$ cat config.mk
export PLATFORM = sky130hd
export DESIGN_NAME = flash_wp_gate
export DESIGN_NICKNAME = d
export VERILOG_FILES = /design/src/rtl/fwg_pkg.sv /design/src/rtl/fwg_puw_timer.sv /design/src/rtl/fwg_prot_decode.sv /design/src/rtl/fwg_decide.sv /design/src/rtl/fwg_status.sv /design/src/rtl/flash_wp_gate.sv
export SDC_FILE = /design/constraint.sdc
export NUM_CORES = 1
export LEC_CHECK = 0
export ABC_AREA = 1
export BUFFER_PORTS_ARGS = -buffer_cell sky130_fd_sc_hd__buf_2
export CAP_MARGIN = 30
export CORE_MARGIN = 8
export CORE_UTILIZATION = 47
export DETAILED_ROUTE_END_ITERATION = 10
export GPL_TIMING_DRIVEN = 0
export PLACE_DENSITY = 0.76
export SETUP_SLACK_MARGIN = 0.1
export SYNTH_ARGS = -nofsm -noshare
export SYNTH_HDL_FRONTEND = slang
export SYNTH_SLANG_ARGS = --single-unit
$ cat constraint.sdc
create_clock -name clk -period 2.4 [get_ports clk]
set_clock_uncertainty 0.1 [all_clocks]
set_input_delay 0.48 -clock clk [delete_from_list [all_inputs] [get_ports clk]]
set_output_delay 0.48 -clock clk [all_outputs]
set_load 0.01 [all_outputs]
$ cat src/rtl/fwg_pkg.sv
package fwg_pkg;

  typedef enum logic [3:0] {
    OP_WREN = 4'd0,
    OP_WRDI = 4'd1,
    OP_WRSR = 4'd2,
    OP_PP   = 4'd3,
    OP_SE   = 4'd4,
    OP_HBE  = 4'd5,
    OP_BE   = 4'd6,
    OP_CE   = 4'd7,
    OP_DPD  = 4'd8,
    OP_RDP  = 4'd9,
    OP_SUSP = 4'd10,
    OP_RESM = 4'd11,
    OP_READ = 4'd12
  } fwg_op_e;

  // State changes that an accepted command requests.
  typedef struct packed {
    logic set_wel;
    logic clr_wel;
    logic load_sr;
    logic lock_otp;
    logic start_pgm;
    logic start_ers;
    logic enter_dpd;
    logic leave_dpd;
    logic do_susp;
    logic do_resm;
  } fwg_fx_t;

  function automatic logic op_modifies(input fwg_op_e op);
    return (op == OP_WRSR) || (op == OP_PP) || (op == OP_SE) ||
           (op == OP_HBE) || (op == OP_BE) || (op == OP_CE);
  endfunction

endpackage

$ cat src/rtl/fwg_puw_timer.sv
// Counts clock edges after reset up to PUW_CYC, then holds.
module fwg_puw_timer #(
  parameter int unsigned PUW_CYC = 200000
) (
  input  logic clk,
  input  logic rst_n,
  output logic done
);
  localparam int CW = $clog2(PUW_CYC + 2);

  logic [CW-1:0] cnt_q;
  logic [CW-1:0] cnt_d;
  logic          adv;

  assign done = (cnt_q == CW'(PUW_CYC));
  assign adv  = !done;

  always_comb begin
    cnt_d = cnt_q + 1'b1;
  end

  always_ff @(posedge clk or negedge rst_n) begin
    if (!rst_n) begin
      cnt_q <= '0;
    end else if (adv) begin
      cnt_q <= cnt_d;
    end
  end
endmodule

$ cat src/rtl/fwg_prot_decode.sv
// Maps the block-protect bits and an address to a protection hit.
module fwg_prot_decode #(
  parameter int ADDR_W = 19,
  parameter int BLK_W  = 3
) (
  input  logic [3:0]        bp,
  input  logic [ADDR_W-1:0] addr,
  output logic              hit,
  output logic              any
);
  localparam int NBLK   = 1 << BLK_W;
  localparam int BLK_SH = ADDR_W - BLK_W;

  logic [3:0]     eighths;
  logic [BLK_W:0] nprot;
  logic [BLK_W:0] blk;
  logic [BLK_W:0] first_up;

  always_comb begin
    case (bp[2:0])
      3'd0:    eighths = 4'd0;
      3'd1:    eighths = 4'd1;
      3'd2:    eighths = 4'd2;
      3'd3:    eighths = 4'd4;
      3'd4:    eighths = 4'd6;
      3'd5:    eighths = 4'd7;
      default: eighths = 4'd8;
    endcase
    nprot    = (BLK_W+1)'((int'(eighths) * NBLK) / 8);
    blk      = (BLK_W+1)'(addr >> BLK_SH);
    first_up = (BLK_W+1)'(NBLK) - nprot;
    any      = (nprot != '0);
    hit      = bp[3] ? (blk < nprot) : (blk >= first_up);
  end
endmodule

$ cat src/rtl/fwg_decide.sv
// Combinational acceptance rules for one framed command.
module fwg_decide
  import fwg_pkg::*;
#(
  parameter int CNT_W = 8
) (
  input  fwg_op_e           op,
  input  logic [CNT_W-1:0]  clk_cnt,
  input  logic              puw_done,
  input  logic              wp_n,
  input  logic              otp_mode,
  input  logic              hit,
  input  logic              any,
  input  logic              wel,
  input  logic              srp,
  input  logic              dpd,
  input  logic              busy,
  input  logic              susp_any,
  output logic              accept,
  output fwg_fx_t           fx
);
  logic byte_ok;
  logic mod_ok;

  always_comb begin
    accept  = 1'b0;
    fx      = '0;
    byte_ok = ((clk_cnt & CNT_W'(7)) == '0);
    mod_ok  = !dpd && puw_done && byte_ok && wel && !busy;
    case (op)
      OP_WREN: begin
        accept     = !dpd;
        fx.set_wel = !dpd;
      end
      OP_WRDI: begin
        accept     = !dpd;
        fx.clr_wel = !dpd;
      end
      OP_WRSR: begin
        accept      = mod_ok && !(srp && !wp_n);
        fx.clr_wel  = accept;
        fx.lock_otp = accept && otp_mode;
        fx.load_sr  = accept && !otp_mode;
      end
      OP_PP: begin
        accept       = mod_ok && !hit;
        fx.start_pgm = accept;
      end
      OP_SE, OP_HBE, OP_BE: begin
        accept       = mod_ok && !hit;
        fx.start_ers = accept;
      end
      OP_CE: begin
        accept       = mod_ok && !any;
        fx.start_ers = accept;
      end
      OP_DPD: begin
        accept       = !dpd;
        fx.enter_dpd = !dpd;
      end
      OP_RDP: begin
        accept       = 1'b1;
        fx.leave_dpd = 1'b1;
      end
      OP_SUSP: begin
        accept     = !dpd && busy && !susp_any;
        fx.do_susp = accept;
      end
      OP_RESM: begin
        accept     = !dpd && susp_any;
        fx.do_resm = accept;
      end
      OP_READ: begin
        accept = !dpd;
      end
      default: begin
        accept = 1'b0;
      end
    endcase
  end
endmodule

$ cat src/rtl/fwg_status.sv
// Holds latch, protect, power and suspend state.
module fwg_status
  import fwg_pkg::*;
(
  input  logic       clk,
  input  logic       rst_n,
  input  logic       evt,
  input  fwg_fx_t    fx,
  input  logic [7:0] sr_data,
  input  logic       op_done,
  output logic       wel,
  output logic [3:0] bp,
  output logic       srp,
  output logic       otp_lock,
  output logic       dpd,
  output logic       busy,
  output logic       sus_ers,
  output logic       sus_pgm
);
  logic       wel_q, wel_d;
  logic [3:0] bp_q, bp_d;
  logic       srp_q, srp_d;
  logic       otp_q, otp_d;
  logic       dpd_q, dpd_d;
  logic       busy_q, busy_d;
  logic       ers_q, ers_d;
  logic       se_q, se_d;
  logic       sp_q, sp_d;
  logic       done_ev;
  logic       upd;

  assign done_ev = op_done && busy_q && !(se_q || sp_q);
  assign upd     = evt || done_ev;

  always_comb begin
    wel_d  = wel_q;
    bp_d   = bp_q;
    srp_d  = srp_q;
    otp_d  = otp_q;
    dpd_d  = dpd_q;
    busy_d = busy_q;
    ers_d  = ers_q;
    se_d   = se_q;
    sp_d   = sp_q;
    if (done_ev) begin
      busy_d = 1'b0;
      wel_d  = 1'b0;
    end
    if (evt) begin
      if (fx.set_wel) wel_d = 1'b1;
      if (fx.clr_wel) wel_d = 1'b0;
      if (fx.load_sr) begin
        bp_d  = 4'(sr_data);
        srp_d = sr_data[7];
      end
      if (fx.lock_otp) otp_d = 1'b1;
      if (fx.start_pgm) begin
        busy_d = 1'b1;
        ers_d  = 1'b0;
      end
      if (fx.start_ers) begin
        busy_d = 1'b1;
        ers_d  = 1'b1;
      end
      if (fx.enter_dpd) dpd_d = 1'b1;
      if (fx.leave_dpd) dpd_d = 1'b0;
      if (fx.do_susp) begin
        if (ers_q) se_d = 1'b1;
        else       sp_d = 1'b1;
      end
      if (fx.do_resm) begin
        se_d = 1'b0;
        sp_d = 1'b0;
      end
    end
  end

  always_ff @(posedge clk or negedge rst_n) begin
    if (!rst_n) begin
      wel_q  <= 1'b0;
      bp_q   <= 4'd0;
      srp_q  <= 1'b0;
      otp_q  <= 1'b0;
      dpd_q  <= 1'b0;
      busy_q <= 1'b0;
      ers_q  <= 1'b0;
      se_q   <= 1'b0;
      sp_q   <= 1'b0;
    end else if (upd) begin
      wel_q  <= wel_d;
      bp_q   <= bp_d;
      srp_q  <= srp_d;
      otp_q  <= otp_d;
      dpd_q  <= dpd_d;
      busy_q <= busy_d;
      ers_q  <= ers_d;
      se_q   <= se_d;
      sp_q   <= sp_d;
    end
  end

  assign wel      = wel_q;
  assign bp       = bp_q;
  assign srp      = srp_q;
  assign otp_lock = otp_q;
  assign dpd      = dpd_q;
  assign busy     = busy_q;
  assign sus_ers  = se_q;
  assign sus_pgm  = sp_q;
endmodule

$ cat src/rtl/flash_wp_gate.sv
module flash_wp_gate
  import fwg_pkg::*;
#(
  parameter int          ADDR_W  = 19,
  parameter int          BLK_W   = 3,
  parameter int          CNT_W   = 8,
  parameter int unsigned PUW_CYC = 200000
) (
  input  logic              clk,
  input  logic              rst_n,
  input  logic              cmd_valid,
  input  logic [3:0]        cmd_op,
  input  logic [ADDR_W-1:0] cmd_addr,
  input  logic [7:0]        cmd_data,
  input  logic [CNT_W-1:0]  cmd_cnt,
  input  logic              wp_n,
  input  logic              otp_mode,
  input  logic              op_done,
  output logic              resp_valid,
  output logic              resp_accept,
  output logic              resp_prot,
  output logic              wel,
  output logic [3:0]        bp,
  output logic              srp,
  output logic              otp_lock,
  output logic              deep_pd,
  output logic              busy,
  output logic              sus_ers,
  output logic              sus_pgm
);
  fwg_op_e op_e;
  fwg_fx_t fx;
  logic    puw_done;
  logic    hit;
  logic    any;
  logic    accept;
  logic    evt;
  logic    rv_q, rv_d;
  logic    ra_q, ra_d;
  logic    rp_q, rp_d;

  assign op_e = fwg_op_e'(cmd_op);
  assign evt  = cmd_valid && accept;

  fwg_puw_timer #(.PUW_CYC(PUW_CYC)) u_puw (
    .clk  (clk),
    .rst_n(rst_n),
    .done (puw_done)
  );

  fwg_prot_decode #(.ADDR_W(ADDR_W), .BLK_W(BLK_W)) u_dec (
    .bp  (bp),
    .addr(cmd_addr),
    .hit (hit),
    .any (any)
  );

  fwg_decide #(.CNT_W(CNT_W)) u_dcd (
    .op      (op_e),
    .clk_cnt (cmd_cnt),
    .puw_done(puw_done),
    .wp_n    (wp_n),
    .otp_mode(otp_mode),
    .hit     (hit),
    .any     (any),
    .wel     (wel),
    .srp     (srp),
    .dpd     (deep_pd),
    .busy    (busy),
    .susp_any(sus_ers || sus_pgm),
    .accept  (accept),
    .fx      (fx)
  );

  fwg_status u_st (
    .clk     (clk),
    .rst_n   (rst_n),
    .evt     (evt),
    .fx      (fx),
    .sr_data (cmd_data),
    .op_done (op_done),
    .wel     (wel),
    .bp      (bp),
    .srp     (srp),
    .otp_lock(otp_lock),
    .dpd     (deep_pd),
    .busy    (busy),
    .sus_ers (sus_ers),
    .sus_pgm (sus_pgm)
  );

  always_comb begin
    rv_d = cmd_valid;
    ra_d = cmd_valid && accept;
    rp_d = cmd_valid && hit;
  end

  always_ff @(posedge clk or negedge rst_n) begin
    if (!rst_n) begin
      rv_q <= 1'b0;
      ra_q <= 1'b0;
      rp_q <= 1'b0;
    end else begin
      rv_q <= rv_d;
      ra_q <= ra_d;
      rp_q <= rp_d;
    end
  end

  assign resp_valid  = rv_q;
  assign resp_accept = ra_q;
  assign resp_prot   = rp_q;
endmodule

==> results of run 1 <==
-- cell families after synthesis --
kind of cell / Yosys count
AOI/OAI and AO/OA: 17
xor gates and xnor gates: 15
adders and majority gates: 7
buffers and inverters: 47
DFF: 33
and+or+nand+nor: 142
-- layer usage --
metal | wire length, um | GRT usage [%] | part of all wire [%] | up-vias
li1 | - | - | - | 932
met1 | 2160 | 16.5 | 45 | 849
met2 | 2340 | 24.8 | 49 | 37
met3 | 222 | 4.98 | 4.6 | 8
met4 | 81 | 5.34 | 1.7 | 0
met5 | 0 | 0 | 0 | -
-- stage by stage --
stage,setup TNS (ns),utilization [%],instances
2_1_floorplan,0,-,261
3_3_place_gp,-0.700,54.5,347
4_1_cts,-0.201,58.6,362
3_5_place_dp,-1.15,54.5,347
6_report,-0.342,58.9,363
5_1_grt,-2.26,58.9,363
-- placed cells by master (no fill, tap or decap), drive strengths merged, types with 7 or more instances in the layout --
| cell | instances |
|---|---|
| nand3 | 33 |
| dfrtp | 33 |
| xor2 | 12 |
| nor3 | 7 |
| nand2 | 59 |
| buf | 41 |
| inv | 45 |
| ha | 7 |
| nand4 | 12 |
| nor2 | 30 |
-- critical path, stage by stage (launching register included) --
cell     delay [ns]
dfrtp_2        0.43
nor2_1         0.09
inv_1          0.04
o21ai_1        0.11
inv_1          0.07
ha_1           0.27
inv_1          0.04
ha_1           0.27
a21oi_1        0.12
nor2_1         0.06
nand3_2        0.08
nand2_2        0.06
nand2_4        0.10
nand3_2        0.10
nand4_4        0.17
nand3_4        0.11
nand2_1        0.08
nand2_1        0.05
-- path summary, 6_finish.rpt --
kind,cells after the start,to
max,17,u_st.bp[1]
max reg2reg,17,u_st.bp[1]
min reg2reg,1,u_puw.cnt_q[17]
max in group asynchronous,1,u_st.bp[2]
min,1,resp_accept
min in group clk,3,u_st.srp
-- final cells by class --
cell class | instances | share of cell area (%)
Multi-Input combinational cell | 182 | 46.4
Sequential cell | 33 | 32.3
Inverter | 47 | 6.92
Clock inverter | 2 | 0.390
Timing Repair Buffer | 41 | 8.68
Tap cell | 52 | 2.54
Clock buffer | 6 | 2.83
-- where the power goes --
| group | total (mW) | internal, mW | switching (mW) |
|---|---|---|---|
| combinational | 0.149 | 0.0558 | 0.0932 |
| sequential | 0.581 | 0.569 | 0.0116 |
| clock | 0.409 | 0.201 | 0.208 |
-- what timing repair did --
item | CTS | global route
setup endpoints to repair | 13 | 13
setup buffers | 6 | 1
gates cloned | 1 | 0
gates resized for setup | 8 | 1
hold endpoints to repair | 0 | 0
pin swaps | 4 | 1
==> metrics, run 1 <==
status complete, but fails checks; violated checks negative setup slack; Static Leakage 1.35 nW; Synth Area in Compound Gates 5.68%; Crit. Startpoint u_st.bp[2]; initial core utilization 49.1%; number of flip-flops in the largest register 18; largest family of logic cells by synthesized area simple AND/OR/NAND/NOR gates; synth top area cells dfrtp_1, nand2_1, inv_1; post-synthesis xor/xnor area fraction 6.15%; adder-cell share of the synthesized area 4.10%; CTS tree done; CP Capture Type flop; nets@finish 362; area leader, netlist dfrtp_1; asr flop ratio synth 100%; clock buffer depth 2; antenna violations before repair 0; htree depth 2; mux contribution to synthesized area 0%; final setup margin -0.0550 ns; Worst Tran Pin Value 0.726 ns; total power 1.14 mW; Post-synth EDFFs 0; required time worst endpoint 2.48 ns; DRC Markers 0; Pwr per Cell Area 444 nW/um^2; crit path kind reg2reg; # IOs 59; Synth Register Bits 33; Avg Cell Area, Syn 8.19 um^2; critical path peak fanout 5; layout cells sized above 1 33.1%; post-synth cell types 33; RSZ-0062 raised after global routing true; Mapped Cells 261; Routability Congestion 0.829; cell area after synthesis 2140 um^2; Slew headroom 51.6%; Chip Height 83.4 um; core area 4350 um^2; Final period util 102%; # clock sinks 33; Max-cap violations 0; CTS Buf Count 5; maximum clock frequency 407 MHz; Final Critical Period 2.46 ns; register-to-register setup slack -0.06 ns; via/cell ratio 5.03; std cell rows 24; R2R Path Start u_st.bp[2]; port buffer count 34; first-iteration detailed-routing DRC count 67; DP Worst Slack -0.132 ns; design area 2570 um^2; worst path arrival time 2.54 ns; register with the most flip-flops u_puw.cnt_q; clk_lat worst skew 0.29 ns; drt total wl 4810 um; Final Hold Fails 0; share of synthesized cell area in and, or, nand and nor gates 37.1%; Filler Cells Inserted 402; Peak VDD IR 0.290 mV; Worst setup SP type flop; DRT Pass-1 Iters 4; most common cell in the netlist nand2_1; global-route wire length before repair 8510 um; largest net degree at the start of global routing 34; top-area cell type share of the netlist area 38.6%; Die X 83.4 um; Max Transition Viols Final 0; FF/Latch Area 828 um^2; Post-DRT Antenna Nets 0; vias 1826; Hold WS 0.148 ns; ys flop type dfrtp_1; placed cell areas 2370 um^2; worst hold path type in2async; area growth from synthesis to layout 20.1%; synth cell count leaders nand2_1, inv_1, dfrtp_1, nor2_1, nand3_1; register area share after synthesis 38.6%; antenna cells 0; die area 6960 um^2; syn_nets 313; Detail Placement HPWL 3580 um; setup violators final 11; total track usage 14.6%; CTS Hold Buffers Added 0; vias in the first global route 1935; global route overflow 0; clock slew at reported path FFs 0.07 ns; clk root buf clkbuf_8; average wire per cell in the routed design 13.2 um; count of yosys warnings during synthesis 0; area occupied by multi-input gates 1190 um^2
Power figures use the tool's default switching activity.
==> run 2, diff against run 1 <==
- CORE_UTILIZATION: 47 -> 48
- PLACE_DENSITY: 0.76 -> 0.78
- SYNTH_HIERARCHICAL: not set -> 1
==> run 2 against run 1 <==
Net effect:
- the run still ends with negative setup slack left
- synthesized cell count grew 23%
- final cell count up 18%
- sequential share of layout area is 1.8 points lower
- setup slack lost 0.29 ns
- area after synthesis rose by 2.6%
- clock power down 2%
- utilization rose by 3.0 points
- register-to-register slack lost 0.29 ns
==> metrics, run 2 <==
status complete, but fails checks; violated checks negative setup slack; vias in the first global route 2083 (+7.6%); asr flop ratio synth 100% (unchanged); setup violators final 13 (+2); Final Hold Fails 0 (unchanged); met1 WL 2250 um (+4.1%); top-area cell type share of the netlist area 37.6% (-0.99 points); htree depth 2 (unchanged); routed wl met3 315 um (+42%); global-route wire length before repair 8680 um (+1.9%); maximum clock frequency 364 MHz (-11%); Crit. Startpoint u_st/bp[2]; commonest non-fill, non-tap cell in the layout nand2_1; register with the most flip-flops u_puw/cnt_q; syn_nets 375 (+20%); vias 2141 (+17%); Max-cap violations 0 (unchanged); Peak VDD IR 0.331 mV (+14%); count of yosys warnings during synthesis 6 (+6); antenna cells 0 (unchanged); total power 1.12 mW (-1.9%); drt total wl 5430 um (+13%); Final period util 115% (+12 points); top sig layer met4; Placed Instances 408 (+18%); CTS tree done; Static Leakage 1.49 nW (+10%); average wire per cell in the routed design 12.7 um (-3.9%); nets@finish 427 (+18%); # IOs 59 (unchanged); # clock sinks 33 (unchanged); clock slew at reported path FFs 0.07 ns (about the same); register area share after synthesis 37.6% (-0.99 points); layout cells sized above 1 24.8% (-8.3 points); Die X 83.6 um (+0.20%); R2R Path Start u_st/bp[2]; RSZ-0062 raised after global routing true; CTS Hold Buffers Added 0 (unchanged); Detail Placement HPWL 3830 um (+7.2%); final setup margin -0.350 ns (-0.295 ns); WL met2 2770 um (+18%); DRT Pass-1 Iters 4 (unchanged); critical path peak fanout 5 (unchanged); Slew headroom 52.5% (+0.85 points); Worst Tran Pin Value 0.713 ns (-0.0127 ns); CP Capture Type flop; Avg Cell Area, Syn 6.81 um^2 (-17%); port buffer count 34 (unchanged); required time worst endpoint 2.51 ns (+0.03 ns); Chip Height 83.6 um (+0.20%); clk root buf clkbuf_8; area growth from synthesis to layout 23.8%; number of flip-flops in the largest register 18 (unchanged); antenna violations before repair 0 (unchanged); Mapped Cells 322 (+23%); worst hold path type in2async; synth cell count leaders nand2_1, inv_1, nor2_1, dfrtp_1, nand3_1; synth top area cells dfrtp_1, nand2_1, inv_1; Filler Cells Inserted 385 (-4.2%); clock buffer depth 2 (unchanged); area leader, netlist dfrtp_1; Final Critical Period 2.75 ns (+0.295 ns); first-iteration detailed-routing DRC count 121 (+81%); clk_lat worst skew 0.28 ns (about the same); Max Transition Viols Final 0 (unchanged); Worst setup SP type flop; core area 4380 um^2 (+0.69%); via/cell ratio 5.01 (-0.32%); worst path arrival time 2.86 ns (+0.32 ns); global route overflow 0 (unchanged); DRC Markers 0 (unchanged); crit path kind reg2reg; cell area after synthesis 2190 um^2 (+2.6%); Post-DRT Antenna Nets 0 (unchanged); total track usage 14.5% (-0.067 points); Routability Congestion 0.878 (+5.9%); Pwr per Cell Area 411 nW/um^2 (-7.3%); die area 6990 um^2 (+0.40%); CTS Buf Count 5 (unchanged); Non-Filler Instances 427 (+18%); largest net degree at the start of global routing 34 (unchanged); ys flop type dfrtp_1; Synth Register Bits 33 (unchanged); post-synth cell types 27 (-18%); highest-count cells in the layout ignoring fill and taps nand2_1, nor2_1, inv_1; Post-synth EDFFs 0 (unchanged); std cell rows 24 (unchanged); initial core utilization 50.0% (+0.95 points); most common cell in the netlist nand2_1
## run 2: cell types whose count changed after synthesis, sizes merged, moves of 3 or more
cell	delta
a21oi	-3
inv	+9
nand2	+44
nand4	-5
nor2	+25
nor3	-4
xor2	-3
## run 2: cell type report
cell class | instances | area, um^2 | share of cell area (%)
timing repair buffer | 45 | 288 | 10.6
inverter | 55 | 206 | 7.60
buffer | 2 | 35.0 | 1.29
multi-input combinational | 232 | 1210 | 44.4
clock inverter | 3 | 17.5 | 0.645
sequential | 33 | 828 | 30.5
clock buffer | 5 | 68.8 | 2.53
tap | 52 | 65.1 | 2.40
## run 2: per-layer routing
layer,up-vias,global-route usage (%)
met5,-,0
met4,0,3.77
met3,8,4.30
met2,60,26.5
met1,981,15.8
li1,1092,-
## run 2: cells by family after synthesis
kind of cell	share of synthesized area (%)
fa+ha+maj	4.56
compound gates	2.85
simple gates	39.3
xor+xnor	4.79
buf+inv	10.8
flops	37.6
## run 2: worst paths after layout
| path | to | slack, ns | cells past startpoint |
|---|---|---|---|
| max in group asynchronous | u_st/bp[1] | 1.55 | 1 |
| max | u_st/wel | -0.35 | 24 |
| min | u_puw/cnt_q[15] | 0.15 | 1 |
| min reg2reg | u_st/otp_lock | 0.38 | 1 |
| min in group clk | resp_valid | 0.24 | 1 |
| max reg2reg | u_st/wel | -0.35 | 24 |
## run 2: power breakdown
| part | switching (mW) | leakage [nW] | total, mW | internal [mW] |
|---|---|---|---|---|
| sequential | 0.0147 | 0.438 | 0.580 | 0.566 |
| clock | 0.201 | 0.0439 | 0.401 | 0.200 |
| combinational | 0.0757 | 1.01 | 0.135 | 0.0590 |
| total | 0.292 | 1.49 | 1.12 | 0.825 |
## run 2: metrics by stage
step	setup slack, ns	TNS [ns]	hold WS [ns]	cell area (um^2)	util, %
6_report	-0.350	-3.77	0.153	2720	61.9
5_1_grt	-0.525	-5.85	0.215	2720	61.9
4_1_cts	-0.247	-2.53	0.166	2580	58.9
3_5_place_dp	-0.323	-3.52	0.360	2440	55.6
3_3_place_gp	-0.282	-2.83	0.347	2440	55.6
2_1_floorplan	-0.0684	-0.510	0.0844	2200	-
## run 2: repair_timing
action                     4_1_cts  5_1_grt
resized for setup                5       15
pin swaps                        1       14
gates cloned                     0        2
buffers inserted                 7        2
setup endpoints to repair       12       13
## run 2: worst max-delay path: stages, from the launching register on
cell	delay (ns)
dfrtp_2	0.45
inv_2	0.07
nand3_2	0.08
nand2_2	0.08
inv_2	0.05
ha_4	0.25
inv_2	0.04
ha_4	0.22
nand2_2	0.05
nand2_1	0.05
nand2_1	0.06
nand2_1	0.05
nand2_1	0.07
nand2_2	0.07
inv_2	0.06
nand3_2	0.09
nor2_2	0.11
nor2_1	0.05
nand2_1	0.06
nand2_1	0.06
inv_2	0.10
buf_8	0.14
buf_12	0.12
nand2_4	0.04
a21oi_2	0.15
